### src/rtl/supv_pkg.sv
package supv_pkg;

  typedef enum logic [1:0] {
    CE_PASS  = 2'd0,
    CE_GRACE = 2'd1,
    CE_BLOCK = 2'd2
  } ce_state_e;

  // Bits needed to hold the values 0 .. n-1
  function automatic int cnt_w(input int n);
    return (n < 2) ? 1 : $clog2(n);
  endfunction

  // Hold is finished when the count sits on its last value
  function automatic logic at_last(input int unsigned cnt, input int unsigned len);
    return cnt == (len - 1);
  endfunction

endpackage

### src/rtl/supv_mr_filter.sv
module supv_mr_filter #(
  parameter int DEB_CYC = 250_000
) (
  input  logic clk,
  input  logic rst_n,
  input  logic mr_n_i,
  output logic mr_fault_o
);
  import supv_pkg::*;

  localparam int W = cnt_w(DEB_CYC);

  logic         sync1_q, sync2_q;
  logic         stable_q;
  logic [W-1:0] cnt_q;
  logic         differs;

  always_ff @(posedge clk or negedge rst_n) begin
    if (!rst_n) begin
      sync1_q <= 1'b1;
      sync2_q <= 1'b1;
    end else begin
      sync1_q <= mr_n_i;
      sync2_q <= sync1_q;
    end
  end

  assign differs = (sync2_q != stable_q);

  always_ff @(posedge clk or negedge rst_n) begin
    if (!rst_n) begin
      stable_q <= 1'b1;
      cnt_q    <= '0;
    end else if (!differs) begin
      cnt_q <= '0;
    end else if (at_last(32'(cnt_q), DEB_CYC)) begin
      stable_q <= sync2_q;
      cnt_q    <= '0;
    end else begin
      cnt_q <= cnt_q + 1'b1;
    end
  end

  assign mr_fault_o = ~stable_q;

endmodule

### src/rtl/supv_hold.sv
module supv_hold #(
  parameter int HOLD_CYC = 10_000_000
) (
  input  logic clk,
  input  logic rst_n,
  input  logic fault_i,
  output logic rst_act_o
);
  import supv_pkg::*;

  localparam int W = cnt_w(HOLD_CYC);

  logic         held_q;
  logic [W-1:0] cnt_q;

  always_ff @(posedge clk or negedge rst_n) begin
    if (!rst_n) begin
      held_q <= 1'b1;
      cnt_q  <= '0;
    end else if (fault_i) begin
      held_q <= 1'b1;
      cnt_q  <= '0;
    end else if (held_q) begin
      if (at_last(32'(cnt_q), HOLD_CYC)) begin
        held_q <= 1'b0;
        cnt_q  <= '0;
      end else begin
        cnt_q <= cnt_q + 1'b1;
      end
    end
  end

  assign rst_act_o = held_q | fault_i;

endmodule

### src/rtl/supv_ce_gate.sv
module supv_ce_gate #(
  parameter int GRACE_CYC = 750
) (
  input  logic clk,
  input  logic rst_n,
  input  logic rst_act_i,
  input  logic ce_n_i,
  output logic ce_n_o,
  output logic blocked_o
);
  import supv_pkg::*;

  localparam int W = cnt_w(GRACE_CYC);

  ce_state_e    st_q, st_d;
  logic [W-1:0] gcnt_q, gcnt_d;

  always_comb begin
    st_d   = st_q;
    gcnt_d = gcnt_q;
    unique case (st_q)
      CE_PASS: begin
        if (rst_act_i) begin
          st_d   = ce_n_i ? CE_BLOCK : CE_GRACE;
          gcnt_d = '0;
        end
      end
      CE_GRACE: begin
        if (!rst_act_i) begin
          st_d = CE_PASS;
        end else if (ce_n_i || at_last(32'(gcnt_q), GRACE_CYC)) begin
          st_d = CE_BLOCK;
        end else begin
          gcnt_d = gcnt_q + 1'b1;
        end
      end
      default: begin
        if (!rst_act_i) st_d = CE_PASS;
      end
    endcase
  end

  always_ff @(posedge clk or negedge rst_n) begin
    if (!rst_n) begin
      st_q   <= CE_BLOCK;
      gcnt_q <= '0;
    end else begin
      st_q   <= st_d;
      gcnt_q <= gcnt_d;
    end
  end

  assign blocked_o = (st_q == CE_BLOCK) && rst_act_i;
  assign ce_n_o    = blocked_o ? 1'b1 : ce_n_i;

endmodule

### src/rtl/supv_reset_gate.sv
module supv_reset_gate #(
  parameter int HOLD_CYC  = 10_000_000,
  parameter int DEB_CYC   = 250_000,
  parameter int GRACE_CYC = 750
) (
  input  logic clk,
  input  logic rst_n,
  input  logic supply_fail_i,
  input  logic mr_n_i,
  input  logic ce_n_i,
  output logic rst_n_o,
  output logic rst_o,
  output logic ce_n_o
);

  logic mr_fault;
  logic any_fault;
  logic rst_act;
  logic ce_blocked;

  supv_mr_filter #(.DEB_CYC(DEB_CYC)) u_mr (
    .clk        (clk),
    .rst_n      (rst_n),
    .mr_n_i     (mr_n_i),
    .mr_fault_o (mr_fault)
  );

  assign any_fault = supply_fail_i | mr_fault;

  supv_hold #(.HOLD_CYC(HOLD_CYC)) u_hold (
    .clk       (clk),
    .rst_n     (rst_n),
    .fault_i   (any_fault),
    .rst_act_o (rst_act)
  );

  supv_ce_gate #(.GRACE_CYC(GRACE_CYC)) u_ce (
    .clk       (clk),
    .rst_n     (rst_n),
    .rst_act_i (rst_act),
    .ce_n_i    (ce_n_i),
    .ce_n_o    (ce_n_o),
    .blocked_o (ce_blocked)
  );

  assign rst_n_o = ~rst_act;
  assign rst_o   = rst_act;

endmodule

### config.mk
export PLATFORM = sky130hd
export DESIGN_NAME = supv_reset_gate
export DESIGN_NICKNAME = d
export VERILOG_FILES = /design/src/rtl/supv_pkg.sv /design/src/rtl/supv_mr_filter.sv /design/src/rtl/supv_hold.sv /design/src/rtl/supv_ce_gate.sv /design/src/rtl/supv_reset_gate.sv
export SDC_FILE = /design/constraint.sdc
export NUM_CORES = 1
export LEC_CHECK = 0
export ABC_AREA = 0
export BUFFER_PORTS_ARGS = -buffer_cell sky130_fd_sc_hd__buf_2
export CORE_AREA = 2 2 77 79
export DETAILED_ROUTE_END_ITERATION = 12
export DIE_AREA = 0 0 79 81
export MAX_ROUTING_LAYER = met4
export PLACE_DENSITY = 0.75
export SYNTH_ARGS = -nofsm -noshare
export SYNTH_HDL_FRONTEND = slang
export SYNTH_SLANG_ARGS = --single-unit
export TNS_END_PERCENT = 1
### constraint.sdc
create_clock -name clk -period 5.9 [get_ports clk]
set_clock_uncertainty 0.1 [all_clocks]
set_input_delay 0.885 -clock clk [delete_from_list [all_inputs] [get_ports clk]]
set_output_delay 0.885 -clock clk [all_outputs]
set_load 0.05 [all_outputs]
### Word-level counts from Yosys, hierarchy flattened

Index checks and enable logic that the tools add are counted.
W data, S select, Z words.

| storage, ports and cells | value |
|---|---|
| flip-flop bits (word level) | 58 |
| input port bits | 5 |
| output and inout bits | 3 |
| logic and storage cells | 53 |

| cells by class | value |
|---|---|
| add/subtract/negate cells | 3 |
| eq/ne operators | 11 |
| multiplexer cells | 19 |
| bitwise gates (word level) | 4 |
| reductions and logical operators | 8 |

Operators with widths:

| cell | number |
|---|---|
| $mux W24 | 3 |
| $mux W18 | 2 |
| $mux W10 | 3 |
| $add A24 B1 Y24 const B | 1 |
| $eq A24 B24 Y1 const B | 1 |
| $pmux W10 S2 | 1 |
| $add A18 B1 Y18 const B | 1 |
| $eq A18 B18 Y1 const B | 1 |
| $add A10 B1 Y10 const B | 1 |
| $eq A10 B10 Y1 const B | 1 |
| $mux W2 | 5 |
| $ne A2 B2 Y1 const B | 3 |
| $mux W1 | 4 |
| $pmux W2 S2 | 1 |
| $reduce_and A4 Y1 | 1 |
| $reduce_bool A2 Y1 | 2 |
| $ne A3 B1 Y1 const B | 1 |
| $ne A3 B2 Y1 const B | 1 |
| $reduce_and A3 Y1 | 1 |
| $eq A2 B1 Y1 const B | 1 |
| $eq A2 B2 Y1 const B | 1 |
| $logic_not A2 Y1 | 1 |
| $not A1 Y1 | 2 |
| $or A1 B1 Y1 | 2 |
| other kinds (4) | 4 |

### Logic depth before layout (Yosys ltp)

Gate-level depths: netlist of the first run.

| logic depth | value |
|---|---|
| word-level depth | 5 |
| depth in mapped cells | 7 |
| gate-level depth less buffers | 7 |

### Hierarchy

A second synthesis of the first run with hierarchy kept.

| second synthesis, totals | value |
|---|---|
| cells, all modules | 345 |
| area total of the unflattened synthesis | 3304.4 um^2 |

By module, submodules not included:

| module | times used | cells each | area an instance (um^2) | sequential area each (um^2) |
|---|---|---|---|---|
| supv_hold | 1 | 168 | 1537.7 | 626.9 |
| supv_mr_filter | 1 | 99 | 1037.2 | 529.3 |
| supv_ce_gate | 1 | 76 | 719.4 | 301.5 |
| supv_reset_gate | 1 | 2 | 10.0 | 0.0 |

### Worst setup path after synthesis of the first run

Ideal clock, no wire load.

| path | value |
|---|---|
| path type | input -> output |
| start | input supply_fail_i |
| end | output ce_n_o |
| arrival time | 3.435 ns |
| required time | 4.915 ns |
| setup slack | 1.480 ns |
| stages on the path | 3 |
| path buffers | 0 |
| cells stage by stage | nor3b_1 -> inv_1 -> a31o_2 |

| between the ends | value |
|---|---|
| cells in the longest elaborated chain, start to end | 4 |

Ends and longest elaborated chain:

| item | line | RTL |
|---|---|---|
| start: declaration | supv_reset_gate.sv:8 | `input logic supply_fail_i,` |
| $or A1 B1 Y1 | supv_reset_gate.sv:28 | `assign any_fault = supply_fail_i \| mr_fault;` |
| $or A1 B1 Y1 | supv_hold.sv:33 | `assign rst_act_o = held_q \| fault_i;` |
| named net rst_o | supv_reset_gate.sv:12 | `output logic rst_o,` |
| $logic_and A1 B1 Y1 | supv_ce_gate.sv:53 | `assign blocked_o = (st_q == CE_BLOCK) && rst_act_i;` |
| $mux W1 | supv_ce_gate.sv:54 | `assign ce_n_o = blocked_o ? 1'b1 : ce_n_i;` |
| end: declaration | supv_reset_gate.sv:13 | `output logic ce_n_o` |

The timed path passes the listed nets, and every way through them passes these cells.

### Worst setup path after layout of the first run

| path | value |
|---|---|
| start | input supply_fail_i |
| end | output ce_n_o |

| between the ends | value |
|---|---|
| cells in the longest elaborated chain, start to end | 4 |

Ends and longest elaborated chain:

| item | line |
|---|---|
| $or A1 B1 Y1 | supv_reset_gate.sv:28 |
| $or A1 B1 Y1 | supv_hold.sv:33 |
| $logic_and A1 B1 Y1 | supv_ce_gate.sv:53 |
| $mux W1 | supv_ce_gate.sv:54 |

Every way passes these cells.

==> summary.md, run 1 <==
| Metric | Value |
|---|---|
| Final ANT Viol Nets | `0` |
| First drt pass iteration count | `4` |
| Max-Cap Viols | `0` |
| Worst path required time | `4910 ps` |
| Row cnt | `28` |
| Non-Filler Instances | `427` |
| Nature of the critical path startpoint | `input port` |
| Final Max Tran Viols | `0` |
| Critical-path top delay cell | `nor3b_1` |
| Placed inst area | `3280 um^2` |
| Share of cells above drive strength 1 | `10.8%` |
| # setup viols final | `0` |
| Max VDD drop | `0.180 mV` |
| Cell family with most CP delay | `simple AND/OR/NAND/NOR gates` |
| First-pass GRT wire length | `11300 um` |
| Die Y | `81 um` |
| Nets | `356` |
| Post-synthesis cell area | `3210 um^2` |
| Grt ovf | `0` |
| Crit-path cells | `buf_2, nor3b_1, inv_1, a31o_2, buf_2` |
| Status | `finished, final reports clean` |
| Period Utilization, post-route | `50.6%` |
| DP Worst Slack | `2920 ps` |
| Via-per-instance ratio | `5.99` |
| Clk_lat worst skew | `340 ps` |
| Arrival time at the worst endpoint | `2000 ps` |
| Port bufs | `7` |
| Critical path peak fanout | `5` |
| Post-detail-place hpwl | `4290 um` |
| Worst-path clk slew | `70 ps` |
| Critical path's largest stage delay | `430 ps` |
| Post-route minimum period | `2980 ps` |
| Die span in x | `79 um` |
| CTS max path bufs | `2` |
| Top FF cell, synth | `dfrtp_1` |
| TritonCTS clock tree | `done` |
| Max Clock Freq | `335 MHz` |
| Crit path kind | `in -> out` |
| Vias in the first global route | `2511` |
| # fillers | `485` |
| Synthesized Nets | `351` |
| CP Buf/Inv Count | `3` |
| Worst Setup End Kind | `primary output` |
| Depth of the CTS H-tree | `3` |
| Unrepaired setup endpoints after global routing | `false` |
| Synth cell types | `56` |
| Global Route Usage Sum | `23.0%` |
| Register area share after synthesis | `45.4%` |
| Final Hold Fails | `0` |
| Worst slew margin | `36.0%` |
| Ys Warns | `0` |
| Root Driver | `clkbuf_8` |
| CTS Buf Count | `9` |
| Core area | `5680 um^2` |
| Iteration-0 DRC count of the detailed router | `162` |
| Lkg Pwr | `1.39 nW` |
| Largest net degree at the start of global routing | `59` |
| Final wirelength | `6370 um` |
| Crit path top cell by count | `buf_2` |
| Mean area per synthesized cell | `9.39 um^2` |
| CTS Sinks | `58` |
| Tightest Pin Transition | `960 ps` |
| Post-route cell area | `3530 um^2` |
| Yosys reg bits | `58` |
| Post-synth ARST share | `100%` |
| # resized after CTS | `0` |
| Setup TNS Final | `0 ps` |
| Initial core utilization | `56.6%` |
| Post-Synthesis Cells | `342` |
| I/O Pins | `8` |
| Initial antenna violation count | `0` |
| Routed len/inst | `14.9 um` |
| Full die area | `6400 um^2` |
| Cts hold-fix bufs | `0` |
| Min-Delay Path Class | `reg -> reg` |
| ANT cells | `0` |
| Post-synth EDFFs | `0` |
| Post-CTS setup repair buffer count | `0` |
| PwrDens | `252 nW/um^2` |
| Power Total | `0.889 mW` |
| Final RePlAce weighted congestion | `0.899` |
| Setup slack after layout | `2920 ps` |
| Vias | `2558` |
| # DRC | `0` |
| Inst Count DP | `411` |
| Layout Area Growth over Synthesis | `10.1%` |
[path summary, 6_finish.rpt]
| path | from | endpoint | slack, ps | cells after the start |
|---|---|---|---|---|
| worst max register to register | u_hold.held_q | u_ce.gcnt_q[9] | 3470 | 5 |
| worst max-delay path | supply_fail_i | ce_n_o | 2920 | 5 |
| worst min register to register | u_mr.sync1_q | u_mr.sync2_q | 260 | 0 |
| worst min-delay path | u_mr.sync1_q | u_mr.sync2_q | 260 | 0 |
| min in group asynchronous | rst_n | u_hold.cnt_q[17] | 570 | 2 |
| max in group asynchronous | rst_n | u_hold.cnt_q[14] | 4640 | 2 |
[cell type report]
class                      count  area [um^2]  area share, %
sequential                    58         1460           41.2
clock inverter                 4         97.6           2.76
multi-input combinational    262         1650           46.8
timing repair buffer           9         50.0           1.42
tap                           75         93.8           2.65
clock buffer                  12          155           4.39
inverter                       7         26.3          0.743
[layer usage]
metal	vias to the layer above	GRT usage, %	share of wire (%)
met4	0	9.14	0.97
met5	-	-	0
li1	1269	-	-
met3	6	5.67	3.9
met2	44	36.4	48
met1	1239	28.8	47
[sequential cells by signal (all words and copies together) (netlist names)]
register and cells:
u_mr.sync2_q 1, u_mr.cnt_q 18, u_mr.stable_q 1, u_hold.held_q 1, u_mr.sync1_q 1, u_ce.gcnt_q 10, u_hold.cnt_q 24, u_ce.st_q 2
[synth_stat cells, drive strengths merged (2+ instances only)]
master | instances | area share, %
dfrtp | 53 | 41
a21oi | 15 | 2.3
or3 | 7 | 1.4
a211oi | 4 | 0.94
and2 | 3 | 0.66
buf | 7 | 1.3
nor4b | 8 | 2.2
and3 | 9 | 1.8
nor4 | 6 | 2.0
nand3b | 3 | 0.70
nor2 | 43 | 5.0
dfstp | 5 | 4.1
o31ai | 2 | 0.47
a2111oi | 2 | 0.55
a21o | 2 | 0.47
a31o | 9 | 2.5
ha | 4 | 1.6
clkbuf | 8 | 0.94
nand2b | 4 | 0.78
xor2 | 17 | 4.6
nand4 | 15 | 2.9
and4 | 5 | 1.4
nor3 | 9 | 1.6
nand3 | 22 | 3.4
inv | 7 | 0.82
or4b | 2 | 0.74
o21ai | 20 | 3.1
nand2 | 23 | 2.7
a32o | 3 | 0.94
xnor2 | 9 | 2.5
[stage by stage]
step / util, % / hold WS [ps]
after global routing: 62.3 / 261
after floorplan: - / 245
final: 62.3 / 257
after global placement: 57.8 / 247
after detailed placement: 57.8 / 248
after CTS: 62.3 / 260
[where the power goes]
group | total, mW | leakage, nW | switching (mW) | internal (mW)
clock | 0.459 | 0.123 | 0.156 | 0.304
sequential | 0.408 | 0.788 | 0.00547 | 0.402
combinational | 0.0221 | 0.482 | 0.0160 | 0.00614
[cells by family (layout without fill, tap and decap cells)]
kind of cell / Yosys count / after routing / synth area share, %
adders and majority gates: 4 / 4 / 1.56
xor gates and xnor gates: 26 / 26 / 7.09
AOI/OAI and AO/OA: 63 / 63 / 12.9
and+or+nand+nor: 167 / 167 / 29.3
buffers and inverters: 22 / 32 / 3.08
DFF: 58 / 58 / 45.4
muxes: 2 / 2 / 0.662
[cells in the final DEF (no fill, tap or decap), drive strengths merged, types with 5 or more instances in the layout]
master,n
nand4,15
and3,9
a21oi,15
inv,7
or3,7
nor2,43
xor2,17
buf,9
xnor2,9
nor3,9
o21ai,20
nor4,6
and4,5
a31o,9
clkbuf,12
dfrtp,53
dfstp,5
nand3,22
nor4b,8
nand2,23
(Power assumes the default switching activity.)
==> inputs of run 2 (changes only) <==
Clock period 5.9 ns to 3.1 ns, I/O delays scaled along.
==> run 2 against run 1 <==
  * Final area up 0.53%
  * Non-clock buffer count is 2 higher
  * First-iteration DRC count increased by 26%
  * Cell count increased by 0.47%
  * Register-to-register slack lost 2800 ps
  * Sequential cell count unchanged
  * Routed wire length up 3.4%
  * Core utilization up 0.33 points
  * Sequential power rose by 90%
  * Clock-buffer cell count shrank 1
  * Worst hold slack worse by 160 ps
  * Critical path type is now reg -> reg
==> summary.md, run 2 (synthesized netlist as in run 1, its figures left out) <==
| Metric | Value |
|---|---|
| Clk_lat worst skew | `330 ps` |
| Final wirelength | `6590 um` |
| Critical-path top delay cell | `or4bb_1` |
| Critical path's largest stage delay | `560 ps` |
| Setup slack after layout | `713 ps` |
| PwrDens | `476 nW/um^2` |
| # fillers | `489` |
| Max Clock Freq | `419 MHz` |
| Period Utilization, post-route | `77.0%` |
| Arrival time at the worst endpoint | `2500 ps` |
| Final RePlAce weighted congestion | `0.916` |
| First drt pass iteration count | `4` |
| Final ANT Viol Nets | `0` |
| Iteration-0 DRC count of the detailed router | `204` |
| GR Util met3 | `6.33%` |
| Final Hold Fails | `0` |
| Worst Setup End Kind | `flip-flop` |
| CTS max path bufs | `2` |
| Area of the multi-input gates | `1660 um^2` |
| First-pass GRT wire length | `11200 um` |
| Via-per-instance ratio | `6.13` |
| CTS Buf Count | `9` |
| Post-route minimum period | `2390 ps` |
| Most frequent cells in the layout | `dfrtp_1, nor2_1, nand2_1` |
| Largest net degree at the start of global routing | `34` |
| Worst-path clk slew | `70 ps` |
| Max VDD drop | `0.288 mV` |
| Full die area | `6400 um^2` |
| Met1 Use GR | `29.6%` |
| Critical Path End | `u_hold.cnt_q[7]` |
| Met2 Use GR | `34.7%` |
| Final Max Tran Viols | `0` |
| DP Worst Slack | `767 ps` |
| R2r startpoint | `u_hold.cnt_q[7]` |
| Tightest Pin Transition | `914 ps` |
| FF-to-FF End | `u_hold.cnt_q[7]` |
| Lkg Pwr | `1.41 nW` |
| Crit path from | `u_hold.cnt_q[7]` |
| Placed inst area | `3300 um^2` |
| Global Route Usage Sum | `22.6%` |
| FF+latch area | `1460 um^2` |
| # DRC | `0` |
| GR peak layer | `met2` |
| Critical path peak fanout | `10` |
| Unrepaired setup endpoints after global routing | `false` |
| Vias in the first global route | `2442` |
| I/O Pins | `8` |
| Cts hold-fix bufs | `0` |
| Post-detail-place hpwl | `4540 um` |
| Initial core utilization | `56.6%` |
| Port bufs | `7` |
| Initial antenna violation count | `0` |
| Die Y | `81 um` |
| Crit-path cells | `or4bb_1, nor3_2, a21o_1, nor4b_1, a31o_1` |
| Row cnt | `28` |
| Commonest non-fill, non-tap cell in the layout | `dfrtp_1` |
| ANT cells | `0` |
| Post-route cell area | `3550 um^2` |
| Max-Cap Viols | `0` |
| Largest register FFs | `24` |
| # resized after CTS | `0` |
| Top reg by flops | `u_hold.cnt_q` |
| CTS Sinks | `58` |
| Die span in x | `79 um` |
| Layout Area Growth over Synthesis | `10.7%` |
| Grt ovf | `0` |
| Depth of the CTS H-tree | `3` |
| R2R setup slack | `710 ps` |
| FF-to-FF path depth | `5` |
| Status | `finished, final reports clean` |
| Routed len/inst | `15.4 um` |
| Worst slew margin | `39.0%` |
| Root Driver | `clkbuf_8` |
| Nature of the critical path startpoint | `flip-flop` |
| Biggest regs | `u_hold.cnt_q: 24 flops, u_mr.cnt_q: 18 flops, u_ce.gcnt_q: 10 flops` |
| Share of cells above drive strength 1 | `11.9%` |
| Post-CTS setup repair buffer count | `0` |
| Core area | `5680 um^2` |
| TritonCTS clock tree | `done` |
| Crit path kind | `reg -> reg` |
| Vias | `2629` |
| # setup viols final | `0` |
| Setup TNS Final | `0 ps` |
| Worst path required time | `3220 ps` |
| Nets | `358` |
| Min-Delay Path Class | `in -> async` |
[run 2: changes by cell type in the layout (fill, tap and decap cells not counted), sizes merged]
cell      change
clkbuf        -1
clkinvlp      -1
buf           +2
clkinv        +2
[run 2: how the worst min path moves through the flow]
stage,slack [ps],endpoint
4_1_cts,120,u_hold.cnt_q[18]
3_5_place_dp,260,u_mr.sync2_q
3_3_place_gp,260,u_mr.sync2_q
6_report,100,u_hold.cnt_q[18]
5_1_grt,110,u_mr.sync1_q
2_1_floorplan,70,u_ce.gcnt_q[0]
[run 2: layer usage]
| metal | wire length [um] | share of wire [%] |
|---|---|---|
| met5 | 0 | 0 |
| met4 | 91 | 1.4 |
| met3 | 296 | 4.5 |
| met2 | 3140 | 48 |
| met1 | 3060 | 46 |
[run 2: per-stage QoR]
stage | instances | util (%) | power, mW | hold WS, ps
floorplan | 342 | - | 0.809 | 69.4
global placement | 413 | 58.2 | 0.834 | 257
detailed placement | 413 | 58.2 | 0.836 | 258
CTS | 429 | 62.6 | 1.71 | 117
global route | 429 | 62.6 | 1.76 | 108
finish | 429 | 62.6 | 1.69 | 97.6
[run 2: report_power, final]
group | internal, mW | switching (mW) | total [mW]
clock | 0.575 | 0.296 | 0.871
sequential | 0.766 | 0.0105 | 0.776
combinational | 0.0124 | 0.0319 | 0.0444
total | 1.35 | 0.338 | 1.69
[run 2: layout make-up]
class | instances | share of cell area [%]
Clock buffer | 11 | 4.26
Timing Repair Buffer | 11 | 1.83
Tap cell | 75 | 2.64
Clock inverter | 5 | 2.82
Inverter | 7 | 0.739
Sequential cell | 58 | 41.0
Multi-Input combinational cell | 262 | 46.7
[run 2: critical path, delay by kind of cell, from the launching register on]
kind,cells,cell delay (ps)
and+or+nand+nor,3,1060
DFF,1,460
AOI/OAI and AO/OA,2,650
